**src/rtl/dsf_pkg.sv**
```systemverilog
package dsf_pkg;

   typedef enum logic [1:0] {
      MODE_BYPASS = 2'd0,
      MODE_NORMAL = 2'd1,
      MODE_SWING  = 2'd2,
      MODE_RSVD   = 2'd3
   } dsf_mode_e;

   // register word addresses
   localparam logic [1:0] A_CTRL  = 2'd0;
   localparam logic [1:0] A_DATA  = 2'd1;
   localparam logic [1:0] A_PTR   = 2'd2;
   localparam logic [1:0] A_WMARK = 2'd3;

   // control/status bit positions
   localparam int unsigned CB_MODE  = 0;
   localparam int unsigned CB_TSEL  = 2;
   localparam int unsigned CB_CONV  = 3;
   localparam int unsigned CB_DMA   = 4;
   localparam int unsigned CB_IE    = 5;
   localparam int unsigned CB_SWTRG = 9;
   localparam int unsigned CB_FRST  = 10;
   localparam int unsigned CB_SRST  = 11;
   localparam int unsigned CB_OVF   = 16;
   localparam int unsigned CB_UDF   = 17;
   localparam int unsigned CB_WM    = 18;
   localparam int unsigned CB_NE    = 19;
   localparam int unsigned CB_FULL  = 20;
   localparam int unsigned CB_DCODE = 24;

   // interrupt-enable vector slots
   localparam int unsigned IE_UO   = 0;
   localparam int unsigned IE_WM   = 1;
   localparam int unsigned IE_NE   = 2;
   localparam int unsigned IE_FULL = 3;

endpackage

```
**src/rtl/dsf_trig.sv**
```systemverilog
module dsf_trig #(
   parameter int unsigned SYNC_STAGES = 2
) (
   input  logic clk,
   input  logic rst_n,
   input  logic srst,
   input  logic hw_trig,
   input  logic sw_req,
   input  logic sel_sw,
   output logic trig_o
);

   logic [SYNC_STAGES-1:0] sync_q;
   logic                   prev_q;
   logic                   sw_q;
   logic                   hw_pulse;

   generate
      if (SYNC_STAGES == 1) begin : g_sync1
         always_ff @(posedge clk or negedge rst_n) begin
            if (!rst_n)    sync_q <= '0;
            else if (srst) sync_q <= '0;
            else           sync_q <= hw_trig;
         end
      end else begin : g_syncn
         always_ff @(posedge clk or negedge rst_n) begin
            if (!rst_n)    sync_q <= '0;
            else if (srst) sync_q <= '0;
            else           sync_q <= {sync_q[SYNC_STAGES-2:0], hw_trig};
         end
      end
   endgenerate

   always_ff @(posedge clk or negedge rst_n) begin
      if (!rst_n) begin
         prev_q <= 1'b0;
         sw_q   <= 1'b0;
      end else if (srst) begin
         prev_q <= 1'b0;
         sw_q   <= 1'b0;
      end else begin
         prev_q <= sync_q[SYNC_STAGES-1];
         sw_q   <= sw_req;
      end
   end

   assign hw_pulse = sync_q[SYNC_STAGES-1] & ~prev_q;
   assign trig_o   = sel_sw ? sw_q : hw_pulse;

endmodule

```
**src/rtl/dsf_store.sv**
```systemverilog
module dsf_store
   import dsf_pkg::*;
#(
   parameter int unsigned DEPTH = 16,
   parameter int unsigned DW    = 12,
   localparam int unsigned AW   = $clog2(DEPTH),
   localparam int unsigned CW   = AW + 1
) (
   input  logic          clk,
   input  logic          rst_n,
   input  logic          srst,
   input  logic          fifo_clr,
   input  dsf_mode_e     mode,
   input  logic          wr_en,
   input  logic [DW-1:0] wdata,
   input  logic          trig,
   output logic [DW-1:0] dac_code,
   output logic [AW-1:0] rd_ptr,
   output logic [AW-1:0] wr_ptr,
   output logic [CW-1:0] count,
   output logic          ovf_evt,
   output logic          udf_evt
);

   localparam logic [CW-1:0] FULL_CNT = CW'(DEPTH);
   localparam logic [CW-1:0] ONE_CNT  = CW'(1);

   logic [DW-1:0] mem [DEPTH];
   logic [AW-1:0] rd_q, wr_q, rd_fwd, rd_bak;
   logic [CW-1:0] cnt_q;
   logic [DW-1:0] out_q;
   logic          dir_fwd_q;

   logic fifo_mode, is_full, push, norm_trig, swing_trig;
   logic go_fwd, step_f, step_b, bypass_wr;

   always_comb begin
      fifo_mode  = (mode == MODE_NORMAL) || (mode == MODE_SWING);
      bypass_wr  = wr_en & ~fifo_mode;
      is_full    = (cnt_q == FULL_CNT);
      push       = wr_en & fifo_mode & ~is_full;
      ovf_evt    = wr_en & fifo_mode & is_full;
      norm_trig  = trig & (mode == MODE_NORMAL);
      swing_trig = trig & (mode == MODE_SWING) & (cnt_q != '0);
      udf_evt    = norm_trig & (cnt_q <= ONE_CNT);
      go_fwd     = dir_fwd_q ? (cnt_q > ONE_CNT) : is_full;
      step_f     = (norm_trig & (cnt_q > ONE_CNT)) | (swing_trig & go_fwd);
      step_b     = swing_trig & ~go_fwd;
      rd_fwd     = rd_q + AW'(1);
      rd_bak     = rd_q - AW'(1);
   end

   // sample storage carries no reset
   always_ff @(posedge clk) begin
      if (push && !srst && !fifo_clr) mem[wr_q] <= wdata;
   end

   always_ff @(posedge clk or negedge rst_n) begin
      if (!rst_n) begin
         rd_q      <= '0;
         wr_q      <= '0;
         cnt_q     <= '0;
         out_q     <= '0;
         dir_fwd_q <= 1'b1;
      end else if (srst) begin
         rd_q      <= '0;
         wr_q      <= '0;
         cnt_q     <= '0;
         out_q     <= '0;
         dir_fwd_q <= 1'b1;
      end else if (fifo_clr) begin
         rd_q      <= '0;
         wr_q      <= '0;
         cnt_q     <= '0;
         dir_fwd_q <= 1'b1;
      end else begin
         if (push) wr_q <= wr_q + AW'(1);
         if (step_f) begin
            rd_q  <= rd_fwd;
            out_q <= mem[rd_fwd];
         end else if (step_b) begin
            rd_q  <= rd_bak;
            out_q <= mem[rd_bak];
         end
         if (bypass_wr) out_q <= wdata;
         if (swing_trig) dir_fwd_q <= go_fwd;
         case ({push, step_f, step_b})
            3'b100, 3'b001: cnt_q <= cnt_q + ONE_CNT;
            3'b010:         cnt_q <= cnt_q - ONE_CNT;
            3'b101:         cnt_q <= cnt_q + CW'(2);
            default:        cnt_q <= cnt_q;
         endcase
      end
   end

   assign dac_code = out_q;
   assign rd_ptr   = rd_q;
   assign wr_ptr   = wr_q;
   assign count    = cnt_q;

endmodule

```
**src/rtl/dsf_flags.sv**
```systemverilog
module dsf_flags
   import dsf_pkg::*;
#(
   parameter int unsigned DEPTH = 16,
   localparam int unsigned CW   = $clog2(DEPTH) + 1
) (
   input  logic          clk,
   input  logic          rst_n,
   input  logic          srst,
   input  logic          ovf_evt,
   input  logic          udf_evt,
   input  logic          clr_ovf,
   input  logic          clr_udf,
   input  logic [CW-1:0] count,
   input  logic [CW-1:0] wmark,
   input  logic [3:0]    ie,
   input  logic          dma_sel,
   output logic          ovf_f,
   output logic          udf_f,
   output logic          wm_f,
   output logic          ne_f,
   output logic          full_f,
   output logic          irq,
   output logic          dma_req
);

   localparam logic [CW-1:0] FULL_CNT = CW'(DEPTH);

   logic ovf_q, udf_q, cond;

   always_ff @(posedge clk or negedge rst_n) begin
      if (!rst_n) begin
         ovf_q <= 1'b0;
         udf_q <= 1'b0;
      end else if (srst) begin
         ovf_q <= 1'b0;
         udf_q <= 1'b0;
      end else begin
         if (ovf_evt)      ovf_q <= 1'b1;
         else if (clr_ovf) ovf_q <= 1'b0;
         if (udf_evt)      udf_q <= 1'b1;
         else if (clr_udf) udf_q <= 1'b0;
      end
   end

   always_comb begin
      wm_f   = (count < wmark);
      ne_f   = (count == CW'(1));
      full_f = (count == FULL_CNT);
      cond   = (ie[IE_UO] & (ovf_q | udf_q)) | (ie[IE_WM] & wm_f)
             | (ie[IE_NE] & ne_f) | (ie[IE_FULL] & full_f);
   end

   assign ovf_f   = ovf_q;
   assign udf_f   = udf_q;
   assign irq     = cond & ~dma_sel;
   assign dma_req = cond & dma_sel;

endmodule

```
**src/rtl/dac_sample_fifo.sv**
```systemverilog
module dac_sample_fifo
   import dsf_pkg::*;
#(
   parameter int unsigned DEPTH       = 16,
   parameter int unsigned DW          = 12,
   parameter int unsigned SYNC_STAGES = 2,
   localparam int unsigned AW         = $clog2(DEPTH),
   localparam int unsigned CW         = AW + 1
) (
   input  logic          clk,
   input  logic          rst_n,
   input  logic          bus_wr,
   input  logic [1:0]    bus_addr,
   input  logic [31:0]   bus_wdata,
   output logic [31:0]   bus_rdata,
   input  logic          hw_trig,
   output logic [DW-1:0] dac_code,
   output logic          irq,
   output logic          dma_req
);

   localparam logic [2:0]    DCODE    = 3'(AW - 1);
   localparam logic [CW-1:0] FULL_CNT = CW'(DEPTH);

   generate
      if (DEPTH < 2 || DEPTH > 256 || (DEPTH & (DEPTH - 1)) != 0) begin : g_bad_depth
         $error("DEPTH must be a power of two from 2 to 256");
      end
      if (DW < 1 || DW > 32) begin : g_bad_width
         $error("DW must lie between 1 and 32");
      end
      if (SYNC_STAGES < 1) begin : g_bad_sync
         $error("SYNC_STAGES must be at least 1");
      end
   endgenerate

   dsf_mode_e     mode_q;
   logic          tsel_q, conv_q, dma_q;
   logic [3:0]    ie_q;
   logic [CW-1:0] wmark_q;

   logic          ctrl_wr, data_wr, wm_wr;
   logic          srst_hit, fifo_clr, sw_req, trig;
   logic [AW-1:0] rd_ptr, wr_ptr;
   logic [CW-1:0] count;
   logic          ovf_evt, udf_evt;
   logic          ovf_f, udf_f, wm_f, ne_f, full_f;
   logic [CW-1:0] wm_clamped;
   logic [7:0]    rd_field, wr_field;

   always_comb begin
      ctrl_wr  = bus_wr & (bus_addr == A_CTRL);
      data_wr  = bus_wr & (bus_addr == A_DATA);
      wm_wr    = bus_wr & (bus_addr == A_WMARK);
      srst_hit = ctrl_wr & bus_wdata[CB_SRST];
      fifo_clr = ctrl_wr & bus_wdata[CB_FRST] & ~conv_q & ~srst_hit;
      sw_req   = ctrl_wr & bus_wdata[CB_SWTRG] & ~srst_hit;
      wm_clamped = (bus_wdata > 32'(DEPTH)) ? FULL_CNT : bus_wdata[CW-1:0];
   end

   always_ff @(posedge clk or negedge rst_n) begin
      if (!rst_n) begin
         mode_q  <= MODE_BYPASS;
         tsel_q  <= 1'b0;
         conv_q  <= 1'b0;
         dma_q   <= 1'b0;
         ie_q    <= '0;
         wmark_q <= '0;
      end else if (srst_hit) begin
         mode_q  <= MODE_BYPASS;
         tsel_q  <= 1'b0;
         conv_q  <= 1'b0;
         dma_q   <= 1'b0;
         ie_q    <= '0;
         wmark_q <= '0;
      end else begin
         if (ctrl_wr) begin
            mode_q <= dsf_mode_e'(bus_wdata[CB_MODE +: 2]);
            tsel_q <= bus_wdata[CB_TSEL];
            conv_q <= bus_wdata[CB_CONV];
            dma_q  <= bus_wdata[CB_DMA];
            ie_q   <= bus_wdata[CB_IE +: 4];
         end
         if (wm_wr) wmark_q <= wm_clamped;
      end
   end

   dsf_trig #(.SYNC_STAGES(SYNC_STAGES)) u_trig (
      .clk     (clk),
      .rst_n   (rst_n),
      .srst    (srst_hit),
      .hw_trig (hw_trig),
      .sw_req  (sw_req),
      .sel_sw  (tsel_q),
      .trig_o  (trig)
   );

   dsf_store #(.DEPTH(DEPTH), .DW(DW)) u_store (
      .clk      (clk),
      .rst_n    (rst_n),
      .srst     (srst_hit),
      .fifo_clr (fifo_clr),
      .mode     (mode_q),
      .wr_en    (data_wr),
      .wdata    (bus_wdata[DW-1:0]),
      .trig     (trig),
      .dac_code (dac_code),
      .rd_ptr   (rd_ptr),
      .wr_ptr   (wr_ptr),
      .count    (count),
      .ovf_evt  (ovf_evt),
      .udf_evt  (udf_evt)
   );

   dsf_flags #(.DEPTH(DEPTH)) u_flags (
      .clk     (clk),
      .rst_n   (rst_n),
      .srst    (srst_hit),
      .ovf_evt (ovf_evt),
      .udf_evt (udf_evt),
      .clr_ovf (ctrl_wr & bus_wdata[CB_OVF]),
      .clr_udf (ctrl_wr & bus_wdata[CB_UDF]),
      .count   (count),
      .wmark   (wmark_q),
      .ie      (ie_q),
      .dma_sel (dma_q),
      .ovf_f   (ovf_f),
      .udf_f   (udf_f),
      .wm_f    (wm_f),
      .ne_f    (ne_f),
      .full_f  (full_f),
      .irq     (irq),
      .dma_req (dma_req)
   );

   // pointer fields widen to the fixed 8-bit register slots
   generate
      if (AW == 8) begin : g_ptr_full
         assign rd_field = rd_ptr;
         assign wr_field = wr_ptr;
      end else begin : g_ptr_pad
         assign rd_field = {{(8 - AW){1'b0}}, rd_ptr};
         assign wr_field = {{(8 - AW){1'b0}}, wr_ptr};
      end
   endgenerate

   always_comb begin
      bus_rdata = '0;
      case (bus_addr)
         A_CTRL: begin
            bus_rdata[CB_MODE +: 2]  = mode_q;
            bus_rdata[CB_TSEL]       = tsel_q;
            bus_rdata[CB_CONV]       = conv_q;
            bus_rdata[CB_DMA]        = dma_q;
            bus_rdata[CB_IE +: 4]    = ie_q;
            bus_rdata[CB_OVF]        = ovf_f;
            bus_rdata[CB_UDF]        = udf_f;
            bus_rdata[CB_WM]         = wm_f;
            bus_rdata[CB_NE]         = ne_f;
            bus_rdata[CB_FULL]       = full_f;
            bus_rdata[CB_DCODE +: 3] = DCODE;
         end
         A_PTR:   bus_rdata[15:0]    = {wr_field, rd_field};
         A_WMARK: bus_rdata[CW-1:0]  = wmark_q;
         default: bus_rdata          = '0;
      endcase
   end

endmodule

```
**config.mk**
```make
export PLATFORM = sky130hd
export DESIGN_NAME = dac_sample_fifo
export DESIGN_NICKNAME = d
export VERILOG_FILES = /design/src/rtl/dsf_pkg.sv /design/src/rtl/dsf_trig.sv /design/src/rtl/dsf_store.sv /design/src/rtl/dsf_flags.sv /design/src/rtl/dac_sample_fifo.sv
export SDC_FILE = /design/constraint.sdc
export NUM_CORES = 1
export LEC_CHECK = 0
export CAP_MARGIN = 20
export CORE_ASPECT_RATIO = 1.2
export CORE_MARGIN = 4
export CORE_UTILIZATION = 39
export CTS_CLUSTER_DIAMETER = 80
export DETAILED_ROUTE_END_ITERATION = 7
export GPL_ROUTABILITY_DRIVEN = 1
export GPL_TIMING_DRIVEN = 1
export PLACE_DENSITY = 0.68
export SKIP_LAST_GASP = 1
export SYNTH_ARGS = -nofsm -noshare
export SYNTH_HDL_FRONTEND = slang
export SYNTH_SLANG_ARGS = --single-unit
```
**constraint.sdc**
```tcl
create_clock -name clk -period 6.55 [get_ports clk]
set_input_delay 0.9825 -clock clk [delete_from_list [all_inputs] [get_ports clk]]
set_output_delay 0.9825 -clock clk [all_outputs]
set_load 0.1 [all_outputs]
```
==> results of run 1 <==
==> metrics by stage <==
| step | setup WS, ns | hold slack, ns |
|---|---|---|
| 2_1_floorplan | 2.11 | 0.428 |
| 3_3_place_gp | 2.04 | 0.445 |
| 3_5_place_dp | 2.03 | 0.458 |
| 4_1_cts | 2.02 | 0.476 |
| 5_1_grt | 1.92 | 0.486 |
| 6_report | 2.02 | 0.476 |
==> cell type report <==
cell class	count	area share (%)
timing repair buffer	88	5.86
tap	396	3.49
clock inverter	14	1.31
sequential	238	48.8
multi-input combinational	467	34.8
inverter	33	0.874
clock buffer	32	4.81
==> placed cells by master, fill, tap and decap left out, types with 5 or more instances in the layout <==
master and n:
a21o_1 6, a21oi_1 19, a22o_1 9, a22oi_1 25, and2_1 25, and3_1 13
buf_4 18, clkbuf_16 25, clkdlybuf4s50_1 69, clkinv_2 5, conb_1 13, dfrtp_1 44
edfxtp_1 192, ha_1 19, inv_1 32, mux2i_1 39, mux4_2 96, nand2_1 31
nand3_1 10, nor2_1 18, nor2b_1 5, nor3_1 9, nor4_1 8, o21ai_0 14
o22ai_1 12, o32ai_1 12
==> kinds of logic after synthesis <==
kind of cell / share of synthesized area [%]
DFF: 56.5
xor gates and xnor gates: 0.705
adders and majority gates: 1.94
and+or+nand+nor: 7.04
AOI/OAI and AO/OA: 8.83
buffers and inverters: 3.96
muxes: 21.0
other: 0.0306
==> Yosys cell counts, types with 12 or more instances <==
master	count	area, µm²
edfxtp_1	192	5770
mux4_2	96	2160
dfrtp_1	45	1130
mux2i_1	39	390
inv_1	32	120
nand2_1	31	116
buf_2	28	140
a22oi_1	25	188
and2_1	25	156
clkbuf_1	20	75.1
a21oi_1	19	95.1
ha_1	19	238
nor2_1	18	67.6
buf_4	15	113
o21ai_0	14	70.1
and3_1	13	81.3
o22ai_1	12	75.1
o32ai_1	12	105
==> critical path: cells and delay by family <==
family | cells | cell delay, ns
buffers and inverters | 3 | 2.15
and+or+nand+nor | 1 | 0.22
AOI/OAI and AO/OA | 1 | 0.18
==> state kept, by name, summed over array words and instances, names as in the netlist <==
name	cells
u_flags.udf_f	1
u_trig.prev_q	1
u_store.dir_fwd_q	1
conv_q	1
u_trig.sync_q	2
u_store.dac_code	12
mode_q	2
u_store.wr_ptr	4
u_store.mem	192
tsel_q	1
u_store.rd_ptr	4
wmark_q	5
ie_q	4
dma_q	1
u_store.count	5
u_flags.ovf_f	1
u_trig.sw_q	1
==> worst max-delay path by stage <==
stage / startpoint / end / slack (ns) / cells after the start
2_1_floorplan: u_store.count[1] / dma_req / 2.11 / 6
3_3_place_gp: bus_addr[0] / bus_rdata[4] / 2.04 / 5
3_5_place_dp: bus_addr[1] / bus_rdata[4] / 2.03 / 5
4_1_cts: bus_addr[1] / bus_rdata[3] / 2.02 / 5
5_1_grt: bus_addr[0] / bus_rdata[4] / 1.92 / 5
6_report: bus_addr[1] / bus_rdata[3] / 2.02 / 5
==> power by group through the flow <==
| stage | Sequential (mW) | Combinational, mW | Clock [mW] |
|---|---|---|---|
| 2_1_floorplan | 2.01 | 1.75 | 0 |
| 3_3_place_gp | 1.94 | 2.39 | 0 |
| 3_5_place_dp | 1.94 | 2.41 | 0 |
| 4_1_cts | 1.91 | 2.41 | 1.51 |
| 5_1_grt | 1.93 | 2.57 | 1.59 |
| 6_report | 1.91 | 2.41 | 1.49 |
==> per-layer routing <==
metal  part of all wire (%)  GRT usage, %  vias up  routed length, µm
met5                      0             0        -                  0
met1                     42          25.4     3907              13100
met3                    6.6          2.43       50               2080
met2                     49          29.9      316              15500
li1                       -             -     3293                  -
met4                    2.1          4.77        0                654
==> flow_summary.json, run 1 <==
{
  "status": "completed",
  "start_kind": "primary input",
  "postCtsHoldBufs": 0,
  "drc": 0,
  "grt_setup_unrepaired": "no",
  "die-area_mm2": 0.0343,
  "grt_pass1_wl_um": 47500,
  "syn2layout_area_growth_pct": 15.8,
  "postCtsSetupBuffers": 0,
  "critPathMaxStageDelay_ns": 1.14,
  "fin_crit_sh_pct": 69.1,
  "max_freq_mhz": 221,
  "power.switching_mw": 2.15,
  "reg2reg_depth": 6,
  "synthCells": 792,
  "grt_pass1_vias": 7873,
  "cts_tree": "built",
  "p_int_mw": 3.67,
  "drt_iter0_markers": 622,
  "required_ns": 5.57,
  "fin_worst_skew_ns": 0.0189,
  "ir_drop_mv": 0.312,
  "finalPower_mw": 5.81,
  "setup_tns_ns": 0,
  "pwr-share-seq_pct": 32.8,
  "leakagePower_nw": 4.86,
  "power_frac_comb_pct": 41.5,
  "design_area_mm2": 0.0142,
  "tightestPinTransition_ns": 1.12,
  "cts_buffers": 25,
  "clk_pin_slew_ns": 0.06,
  "crit_chain": "clkdlybuf4s50_1 -> nor2_1 -> buf_4 -> a22o_1 -> clkdlybuf4s50_1",
  "cellPowerDensity_mw_per_mm2": 410,
  "final_cells": 1268,
  "diodes": 0,
  "final_hold_viol_count": 0,
  "reg2reg_from": "u_store.rd_ptr[0]",
  "drv_cap": 0,
  "hold_end": "u_trig.prev_q",
  "crit_top_cell": "clkdlybuf4s50_1",
  "firstDrtPassIters": 5,
  "hpwlAfterDp_um": 19800,
  "nFillCells": 2609,
  "crit_path_top_delay_cell": "clkdlybuf4s50_1",
  "io_buffers": 70,
  "final-setup-viol-count": 0,
  "wl_per_cell_um": 24.7,
  "clk_latency_ns": 0.53,
  "synth_edf_count": 192,
  "rrSetupSlack_ns": 2.49,
  "grt_use_total_pct": 18.1,
  "clkPwrFrac_pct": 25.7,
  "hold_path_class": "flip-flop to flip-flop",
  "synth.distinct_cells": 79,
  "cp.arrival_ns": 3.55,
  "routed-via-count": 7566,
  "die_x_um": 170,
  "grt_max_degree": 55,
  "routabilityCongestion": 0.866,
  "slew-limit-headroom_pct": 25.2,
  "ys_ff_latch": 238,
  "place_inst": 1222,
  "crit_path_end_kind": "output port",
  "multi_input_area_mm2": 0.00494,
  "finalCoreUtilization_pct": 46.1,
  "drive_gt1_share_pct": 21.6,
  "post_dp_cell_area_mm2": 0.0133,
  "reg2reg_to": "u_store.dac_code[3]",
  "start_util_pct": 39.8,
  "regArea_mm2": 0.00692,
  "core_area_mm2": 0.0307,
  "p_sw_share_pct": 36.9,
  "nets": 910,
  "grt_antenna_before_repair": 0,
  "cts.sink_count": 238,
  "holdCritStartpoint": "u_trig.sync_q[1]",
  "synth-main-ff-cell": "edfxtp_1",
  "fin_crit_ns": 4.53,
  "num_rows": 70,
  "report.final.slew_viol_count": 0,
  "clockBufferDepth": 3,
  "overflow": 0,
  "yosysSeqAreaShare_pct": 56.5,
  "syn_avg_cell_area_um2": 15.5,
  "cts_root_buf": "clkbuf_16",
  "synth_warnings": 0,
  "hold_depth": 1,
  "async_flop_share_pct": 19.3,
  "cts_resized": 0,
  "ant_nets": 0,
  "path_class": "primary input to output port",
  "drt_wl_total_um": 31300,
  "cts-htree-levels": 1,
  "syn_area_mm2": 0.0122,
  "drt-vias-per-instance": 5.97,
  "dieHeight_um": 202,
  "cp_max_fo": 18,
  "boundaryPins": 84
}
(Power assumes the default switching activity.)
==> run 2, diff against run 1 <==
==> constraint.sdc (replaced) <==
create_clock -name clk -period 4.27 [get_ports clk]
set_input_delay 0.6405 -clock clk [delete_from_list [all_inputs] [get_ports clk]]
set_output_delay 0.6405 -clock clk [all_outputs]
set_load 0.1 [all_outputs]
==> run 2 against run 1 <==
Against the previous run:
- clock power is 40% higher
- die area stayed put
- critical path type is now flip-flop to output port
- core utilization is 0.17 points higher
- clock-buffer cell count is 4 lower
==> flow_summary.json, run 2 (synthesis results as in run 1) <==
{
  "drv_cap": 0,
  "layout_common_cells": "edfxtp_1, mux4_2, clkdlybuf4s50_1",
  "clockBufferDepth": 3,
  "num_rows": 70,
  "postLayoutSetupSlackWorst_ns": 0.897,
  "ant_nets": 0,
  "cts_tree": "built",
  "critPathMaxStageDelay_ns": 0.62,
  "tightestPinTransition_ns": 0.989,
  "grt_antenna_before_repair": 0,
  "routabilityCongestion": 0.876,
  "cp_max_fo": 7,
  "final_common_cell": "edfxtp_1",
  "clk_pin_slew_ns": 0.07,
  "cellPowerDensity_mw_per_mm2": 625,
  "core_area_mm2": 0.0307,
  "slew-limit-headroom_pct": 33.9,
  "postCtsSetupBuffers": 0,
  "nets": 917,
  "start_kind": "flip-flop",
  "dieHeight_um": 202,
  "die_x_um": 170,
  "drt_iter0_markers": 619,
  "grt_pass1_wl_um": 48900,
  "hold_path_class": "primary input to asynchronous set/reset pin",
  "syn2layout_area_growth_pct": 16.2,
  "grt_use_total_pct": 18.6,
  "use_met3_pct": 2.17,
  "crit_path_end_kind": "output port",
  "diodes": 0,
  "fin_crit_ns": 3.37,
  "report.final.slew_viol_count": 0,
  "dp_worst_setup_slack_ns": 0.757,
  "fin_crit_sh_pct": 79.0,
  "path_class": "flip-flop to output port",
  "routed-via-count": 7730,
  "cts_resized": 0,
  "setup_tns_ns": 0,
  "critical_path_buf_inv_count": 2,
  "crit_family": "simple AND/OR/NAND/NOR gates",
  "crit_chain": "inv_1 -> ha_1 -> or4bb_1 -> nor3_1 -> buf_4",
  "wl_per_cell_um": 25.3,
  "hpwlAfterDp_um": 22300,
  "ir_drop_mv": 0.488,
  "cp.arrival_ns": 2.73,
  "reg2reg_depth": 6,
  "overflow": 0,
  "boundaryPins": 84,
  "cts-htree-levels": 1,
  "finalPower_mw": 8.89,
  "grt_setup_unrepaired": "no",
  "drt_wl_total_um": 32200,
  "busiest_layer": "met2",
  "drc": 0,
  "postCtsHoldBufs": 0,
  "status": "completed",
  "start_util_pct": 39.8,
  "crit_path_top_delay_cell": "or4bb_1",
  "cts_root_buf": "clkbuf_16",
  "regMostFlops": "u_store.mem",
  "clk_latency_ns": 0.53,
  "cts.sink_count": 238,
  "firstDrtPassIters": 5,
  "drt-vias-per-instance": 6.07,
  "grt_pass1_vias": 7911,
  "io_buffers": 70,
  "use_met1_pct": 23.3,
  "grt_max_degree": 49,
  "leakagePower_nw": 4.93,
  "final-setup-viol-count": 0,
  "largest_reg_flops": 192,
  "cts_buffers": 23,
  "crit_cells": 5,
  "fin_worst_skew_ns": 0.0280,
  "die-area_mm2": 0.0343,
  "met2_usage_pct": 32.8,
  "final_hold_viol_count": 0,
  "drive_gt1_share_pct": 23.9,
  "required_ns": 3.63,
  "max_freq_mhz": 296
}
==> run 2: changes by cell type in the layout (fill, tap and decap cells not counted) <==
cell             previous run  this run
buf_12                      0        12
buf_2                       1         2
buf_4                      18        35
bufinv_16                   4         3
clkbuf_16                  25        23
clkbuf_8                    3         1
clkdlybuf4s50_1            69        48
clkinv_1                    1         5
clkinv_2                    5         3
clkinvlp_4                  2         1
==> run 2: metal layers <==
| metal | routed length, µm | vias up | share of wire [%] |
|---|---|---|---|
| li1 | - | 3307 | - |
| met2 | 16800 | 349 | 52 |
| met5 | 0 | - | 0 |
| met4 | 1350 | 0 | 4.2 |
| met1 | 12200 | 4002 | 38 |
| met3 | 1820 | 72 | 5.6 |
==> run 2: final timing paths <==
path,end,start,slack (ns)
worst max-delay path,bus_rdata[20],u_store.count[1],0.90
worst min-delay path,u_store.rd_ptr[1],rst_n,0.22
worst max register to register,u_store.mem[11][10],u_store.count[1],1.20
worst min register to register,u_trig.sync_q[1],u_trig.sync_q[0],0.45
max in group asynchronous,u_store.rd_ptr[0],rst_n,3.57
min in group clk,u_trig.sync_q[1],u_trig.sync_q[0],0.45
==> run 2: through the flow <==
| step | instances | area, µm² | util [%] | hold WS (ns) |
|---|---|---|---|---|
| floorplan | 804 | 12300 | - | 0.345 |
| global placement | 1229 | 13500 | 43.8 | 0.433 |
| detailed placement | 1229 | 13500 | 43.8 | 0.437 |
| CTS | 1271 | 14200 | 46.3 | 0.229 |
| global route | 1273 | 14200 | 46.3 | 0.282 |
| finish | 1273 | 14200 | 46.3 | 0.223 |
==> run 2: layout make-up <==
class | count | area [µm²]
Sequential cell | 238 | 6920
Fill cell | 2613 | 16500
Tap cell | 396 | 495
Clock buffer | 28 | 604
Clock inverter | 14 | 154
Timing Repair Buffer | 97 | 993
Multi-Input combinational cell | 467 | 4940
Inverter | 33 | 124
==> run 2: power breakdown <==
group | internal [mW] | total (mW) | switching [mW]
Clock | 1.20 | 2.08 | 0.884
Combinational | 1.65 | 3.98 | 2.34
Sequential | 2.63 | 2.83 | 0.195
Total | 5.48 | 8.89 | 3.42
